## config.mk

```make
export PLATFORM = sky130hd
export DESIGN_NAME = fir_mac_seq
export DESIGN_NICKNAME = d
export VERILOG_FILES = /design/src/rtl/fir_mac_pkg.sv /design/src/rtl/fir_sample_ring.sv /design/src/rtl/fir_coef_file.sv /design/src/rtl/fir_mac_ctl.sv /design/src/rtl/fir_mac_seq.sv
export SDC_FILE = /design/constraint.sdc
export NUM_CORES = 1
export LEC_CHECK = 0
export BUFFER_PORTS_ARGS = -buffer_cell sky130_fd_sc_hd__buf_2
export CAP_MARGIN = 40
export CELL_PAD_IN_SITES_DETAIL_PLACEMENT = 1
export CELL_PAD_IN_SITES_GLOBAL_PLACEMENT = 1
export CORE_MARGIN = 4
export CORE_UTILIZATION = 30
export DETAILED_ROUTE_END_ITERATION = 12
export PLACE_DENSITY = 0.59
export SETUP_SLACK_MARGIN = 0.5
export SYNTH_ARGS = -nofsm -noshare
export SYNTH_HDL_FRONTEND = slang
export SYNTH_HIERARCHICAL = 1
export SYNTH_SLANG_ARGS = --single-unit
```

## constraint.sdc

```tcl
create_clock -name clk -period 13.9 [get_ports clk]
set_clock_uncertainty 0.15 [all_clocks]
set_input_delay 0.695 -clock clk [delete_from_list [all_inputs] [get_ports clk]]
set_output_delay 0.695 -clock clk [all_outputs]
set_load 0.05 [all_outputs]
```

## src/rtl/fir_mac_pkg.sv

```systemverilog
package fir_mac_pkg;
   typedef enum logic {
      SEQ_IDLE = 1'b0,
      SEQ_RUN  = 1'b1
   } seq_state_e;
endpackage

```

## src/rtl/fir_sample_ring.sv

```systemverilog
module fir_sample_ring #(
   parameter int DW   = 8,
   parameter int TAPS = 5,
   parameter int AW   = $clog2(TAPS)
) (
   input  logic          clk,
   input  logic          rst_n,
   input  logic          wr_en,
   input  logic [DW-1:0] wr_data,
   input  logic [AW-1:0] rd_addr,
   output logic [DW-1:0] rd_data,
   output logic [AW-1:0] newest
);
   logic [DW-1:0] slot [TAPS];
   logic [AW-1:0] oldest;

   // wr_ptr always names the oldest entry; the newest is one behind it
   assign newest  = (oldest == '0) ? AW'(TAPS - 1) : oldest - 1'b1;
   assign rd_data = slot[rd_addr];

   always_ff @(posedge clk or negedge rst_n) begin
      if (!rst_n) begin
         oldest <= '0;
         for (int k = 0; k < TAPS; k++) slot[k] <= '0;
      end else if (wr_en) begin
         slot[oldest] <= wr_data;
         oldest       <= (oldest == AW'(TAPS - 1)) ? '0 : oldest + 1'b1;
      end
   end
endmodule

```

## src/rtl/fir_coef_file.sv

```systemverilog
module fir_coef_file #(
   parameter int DW   = 8,
   parameter int TAPS = 5,
   parameter int AW   = $clog2(TAPS)
) (
   input  logic          clk,
   input  logic          rst_n,
   input  logic          wr_en,
   input  logic [AW-1:0] wr_addr,
   input  logic [DW-1:0] wr_data,
   input  logic [AW-1:0] rd_addr,
   output logic [DW-1:0] rd_data
);
   logic [DW-1:0] coef [TAPS];
   logic          addr_ok;

   generate
      if (TAPS == (1 << AW)) begin : g_full_range
         assign addr_ok = 1'b1;
      end else begin : g_part_range
         assign addr_ok = ({1'b0, wr_addr} < (AW+1)'(TAPS));
      end
   endgenerate

   assign rd_data = coef[rd_addr];

   always_ff @(posedge clk or negedge rst_n) begin
      if (!rst_n) begin
         for (int k = 0; k < TAPS; k++) coef[k] <= '0;
      end else if (wr_en && addr_ok) begin
         coef[wr_addr] <= wr_data;
      end
   end
endmodule

```

## src/rtl/fir_mac_ctl.sv

```systemverilog
module fir_mac_ctl
   import fir_mac_pkg::*;
#(
   parameter int DW     = 8,
   parameter int TAPS   = 5,
   parameter int AW     = $clog2(TAPS),
   parameter int ACCW   = 2*DW + $clog2(TAPS),
   parameter bit SIGNED = 1'b1
) (
   input  logic            clk,
   input  logic            rst_n,
   input  logic            start,
   input  logic [AW-1:0]   newest,
   output logic [AW-1:0]   x_addr,
   input  logic [DW-1:0]   x_data,
   output logic [AW-1:0]   a_addr,
   input  logic [DW-1:0]   a_data,
   output logic            busy,
   output logic            done,
   output logic [ACCW-1:0] acc
);
   localparam int CW = (TAPS > 1) ? $clog2(TAPS) : 1;

   seq_state_e      state;
   logic [DW-1:0]   op_x, op_a;
   logic [AW-1:0]   x_ptr, a_ptr;
   logic [CW-1:0]   step;
   logic [2*DW-1:0] prod;
   logic [ACCW-1:0] prod_ext;

   function automatic logic [AW-1:0] ring_dec(input logic [AW-1:0] p);
      return (p == '0) ? AW'(TAPS - 1) : p - 1'b1;
   endfunction

   function automatic logic [AW-1:0] ring_inc(input logic [AW-1:0] p);
      return (p == AW'(TAPS - 1)) ? '0 : p + 1'b1;
   endfunction

   generate
      if (SIGNED) begin : g_signed
         assign prod     = $signed(op_x) * $signed(op_a);
         assign prod_ext = {{(ACCW-2*DW){prod[2*DW-1]}}, prod};
      end else begin : g_unsigned
         assign prod     = op_x * op_a;
         assign prod_ext = {{(ACCW-2*DW){1'b0}}, prod};
      end
   endgenerate

   assign busy   = (state == SEQ_RUN);
   assign x_addr = busy ? x_ptr : newest;
   assign a_addr = busy ? a_ptr : '0;

   always_ff @(posedge clk or negedge rst_n) begin
      if (!rst_n) begin
         state <= SEQ_IDLE;
         acc   <= '0;
         op_x  <= '0;
         op_a  <= '0;
         x_ptr <= '0;
         a_ptr <= '0;
         step  <= '0;
         done  <= 1'b0;
      end else begin
         done <= 1'b0;
         case (state)
            SEQ_IDLE: if (start) begin
               acc   <= '0;
               op_x  <= x_data;
               op_a  <= a_data;
               x_ptr <= ring_dec(newest);
               a_ptr <= ring_inc('0);
               step  <= '0;
               state <= SEQ_RUN;
            end
            SEQ_RUN: begin
               // accumulate the held pair while the next pair is fetched
               acc   <= acc + prod_ext;
               op_x  <= x_data;
               op_a  <= a_data;
               x_ptr <= ring_dec(x_ptr);
               a_ptr <= ring_inc(a_ptr);
               if (step == CW'(TAPS - 1)) begin
                  state <= SEQ_IDLE;
                  done  <= 1'b1;
               end else begin
                  step <= step + 1'b1;
               end
            end
            default: state <= SEQ_IDLE;
         endcase
      end
   end
endmodule

```

## src/rtl/fir_mac_seq.sv

```systemverilog
module fir_mac_seq #(
   parameter int DW     = 8,
   parameter int TAPS   = 5,
   parameter bit SIGNED = 1'b1,
   parameter int AW     = $clog2(TAPS),
   parameter int ACCW   = 2*DW + $clog2(TAPS)
) (
   input  logic            clk,
   input  logic            rst_n,
   input  logic            smp_valid,
   input  logic [DW-1:0]   smp_data,
   input  logic            cf_we,
   input  logic [AW-1:0]   cf_addr,
   input  logic [DW-1:0]   cf_data,
   input  logic            start,
   output logic            busy,
   output logic            done,
   output logic [ACCW-1:0] result
);
   generate
      if (TAPS < 2)        begin : g_bad_taps  $error("TAPS must be at least 2");             end
      if (DW < 2)          begin : g_bad_dw    $error("DW must be at least 2");               end
      if (AW != $clog2(TAPS)) begin : g_bad_aw $error("AW must equal clog2(TAPS)");          end
      if (ACCW < 2*DW + $clog2(TAPS)) begin : g_bad_acc $error("ACCW too narrow for TAPS sums"); end
   endgenerate

   logic [AW-1:0] newest, x_addr, a_addr;
   logic [DW-1:0] x_data, a_data;

   fir_sample_ring #(.DW(DW), .TAPS(TAPS), .AW(AW)) u_ring (
      .clk(clk), .rst_n(rst_n),
      .wr_en(smp_valid && !busy), .wr_data(smp_data),
      .rd_addr(x_addr), .rd_data(x_data), .newest(newest)
   );

   fir_coef_file #(.DW(DW), .TAPS(TAPS), .AW(AW)) u_coef (
      .clk(clk), .rst_n(rst_n),
      .wr_en(cf_we && !busy), .wr_addr(cf_addr), .wr_data(cf_data),
      .rd_addr(a_addr), .rd_data(a_data)
   );

   fir_mac_ctl #(.DW(DW), .TAPS(TAPS), .AW(AW), .ACCW(ACCW), .SIGNED(SIGNED)) u_ctl (
      .clk(clk), .rst_n(rst_n), .start(start), .newest(newest),
      .x_addr(x_addr), .x_data(x_data), .a_addr(a_addr), .a_data(a_data),
      .busy(busy), .done(done), .acc(result)
   );
endmodule

```

==> flow_summary.toml <==
[logic_synthesis]
synth_warnings = 6
ys_seq_area_frac = 0.348
synth.avg_cell_area_um2 = 10.9
ys_ff_latch = 129
ys.flop_type = "dfrtp_1"
syn_area_mm2 = 0.00928
netlist_instances = 851
synth_nets = 987
ys_async_sr_fraction = 1.00
yosysUniqueCellTypes = 72
synth_edf_count = 0

[clock_tree]
numClockSinks = 129
clk_path_buf_depth = 2
cts_setup_buffers = 0
clk_pin_slew_ns = 0.06
clk_latency_ns = 0.42
cts_root_buf = "clkbuf_16"
htreeDepth = 4
tritoncts = "done"
numCtsBuffers = 17

[critical_path]
path_class = "reg -> reg"
worstPathRequired_ns = 14.06
cp-start-kind = "flop"
crit_start = "u_ctl/op_a[7]"
cp.arrival_ns = 6.76
critPathTopFamily = "adder cells"
crit_fanout = 10
regToRegStartpoint = "u_ctl/op_a[7]"
endpoint_kind = "flop"
path_cells = "nand2b_1 > fa_1 > fa_1 > inv_1 > fa_1 > inv_1 > fa_1 > inv_1 > ha_1 > a21oi_1 > o21bai_1 > a21oi_1 > o21bai_1 > a21oi_1 > xnor2_1 > ha_1 > and3_1 > a221oi_2 > a21bo_1 > a221oi_2 > o311a_2 > a211oi_2 > xnor2_1 > a22o_1"
cpMaxStageDelayCell = "fa_1"
cpPeakStageDelay_ns = 0.54
cpMostUsedCell = "fa_1"
path_buf_inv = 3

[global_routing]
grt_pass1_vias = 6758
grt_start_max_net_pins = 60
antenna_found_initial = 0
grt_usage = 0.132
grt.overflow.total = 0
grt_pass1_wl_mm = 36.0

[sta]
finalHoldViolCount = 0
tightest_slew_ns = 0.766
finalWorstSetupSlack_ns = 7.30
max_freq_mhz = 152
rsz0062_at_grt = "no"
slew_headroom = 0.487
slew_viol_final = 0
finalSetupTns_ns = 0
period_minus_slack_ns = 6.60
finalCritPeriodShare = 0.475
setup-violations-final = 0

[floorplan]
start_util = 0.303
die_w_um = 184
ios = 45
chipHeight_um = 184
rows = 64
core-area_mm2 = 0.0306
dieArea_mm2 = 0.0338

[placement]
gp_congestion = 0.792
place_ws_ns = 7.28
hpwl_mm = 15.9
io_buffers = 44

[routing]
vias_per_cell = 4.71
postRouteAntennaNets = 0
via_count = 6173
drtIter0Drc = 214
drc = 0
drt-pass1-iter-count = 4
post_drt_wl_per_cell_um = 16.1
route.final.wire_length_mm = 21.1

[layout]
area_growth_pct = 13.5
n_antenna_cell = 0
layout.nets = 1039
final_util = 0.344
drive_above_1_share = 0.248

[hold_path]
hold_path.startpoint = "u_ring/slot[5]"
hold_class = "reg -> reg"

[status]
status = "complete, no violations"

[flow_run]
max_cap_viol_count = 0
[state kept, by name, summed over array words and instances, names as in the netlist]
register       count
u_coef/coef       40
u_ctl/a_ptr        3
u_ctl/acc         19
u_ctl/busy         1
u_ctl/done         1
u_ctl/op_a         8
u_ctl/op_x         8
u_ctl/step         3
u_ctl/x_ptr        3
u_ring/oldest      3
u_ring/slot       40
[cells in the final DEF, fill, tap and decap left out, types with 12 or more instances in the layout]
master	n
a21oi_1	18
a221o_1	12
and2_1	46
buf_2	43
clkbuf_16	17
dfrtp_1	129
fa_1	56
ha_1	56
inv_1	109
mux2_2	107
mux2i_1	18
nand2_1	58
nor2_1	39
o21ai_0	32
xnor2_1	19
[worst paths after layout]
check	slack [ns]	endpoint	depth (start not counted)
max	7.30	u_ctl/acc[18]	24
min	0.35	u_ring/slot[5]	1
max reg2reg	7.30	u_ctl/acc[18]	24
min reg2reg	0.35	u_ring/slot[5]	1
max in group asynchronous	11.32	u_ctl/op_x[0]	4
min in group asynchronous	0.52	u_ctl/acc[7]	2
[repair_timing]
item	in CTS	in global routing
resized for setup	0	0
hold buffers	1	0
hold endpoints to repair	14	0
[synth_stat cells, types with 2 or more instances]
master	instances	share of area
dfrtp_1	129	0.35
nand3_1	11	0.0059
a221o_1	12	0.013
a21oi_1	18	0.0097
nand4b_1	2	0.0019
a32o_1	2	0.0022
and3_2	2	0.0016
clkbuf_1	7	0.0028
nor3_4	3	0.0053
o21bai_1	2	0.0016
a211oi_1	4	0.0032
buf_6	3	0.0036
o211ai_1	5	0.0040
buf_2	6	0.0032
o21ai_0	32	0.017
a221oi_2	2	0.0032
nor3_2	3	0.0032
xor2_1	9	0.0085
inv_1	109	0.044
a21o_1	9	0.0073
nor3b_2	2	0.0027
and3_1	2	0.0013
a31o_2	2	0.0019
fa_1	56	0.12
ha_1	56	0.075
o21a_1	2	0.0016
or3_1	4	0.0027
mux2i_1	18	0.019
mux2_4	8	0.013
nor3_1	6	0.0032
nor2_1	39	0.016
o31ai_1	4	0.0032
nand2b_1	4	0.0027
nand2_1	58	0.023
nor2b_1	10	0.0067
a31oi_1	2	0.0013
a22o_1	2	0.0019
mux2_2	107	0.13
and2_1	46	0.031
and4bb_2	2	0.0027
buf_4	2	0.0016
xnor2_1	19	0.018
[layer usage]
| layer | GRT usage | vias up | part of all wire |
|---|---|---|---|
| met3 | 0.0283 | 21 | 0.022 |
| li1 | - | 2989 | - |
| met1 | 0.182 | 3108 | 0.50 |
| met4 | 0.0376 | 0 | 0.015 |
| met5 | 0 | - | 0 |
| met2 | 0.210 | 55 | 0.46 |
[cell type report]
type	instances	area (um^2)
tap	396	495
multi-input combinational	592	5510
sequential	129	3230
inverter	110	415
timing repair buffer	53	300
clock inverter	12	121
fill	3473	20100
clock buffer	20	457
[logic make-up after synthesis]
| kind of cell | synth area share |
|---|---|
| compound gates | 0.0882 |
| xor+xnor | 0.0264 |
| fa+ha+maj | 0.196 |
| buf+inv | 0.0581 |
| flops | 0.348 |
| mux | 0.162 |
| simple gates | 0.121 |
[worst reg2reg max path: cells and delay by family, from the launching register on]
| family | cells | cell delay, ns |
|---|---|---|
| compound gates | 11 | 2.28 |
| fa+ha+maj | 6 | 2.73 |
| simple gates | 2 | 0.37 |
| flops | 1 | 0.52 |
| xor+xnor | 2 | 0.30 |
| buf+inv | 3 | 0.14 |
[metrics by stage]
stage                     instances  hold slack, ns  area (um^2)
after floorplan                 851           0.249         9280
after global placement         1277           0.334         9920
after detailed placement       1279           0.343         9940
after CTS                      1312           0.357        10500
after global routing           1312           0.364        10500
final                          1312           0.352        10500
Power is not shown: default switching activity piles up to over one toggle a cycle in this logic, so the estimate is an artifact.
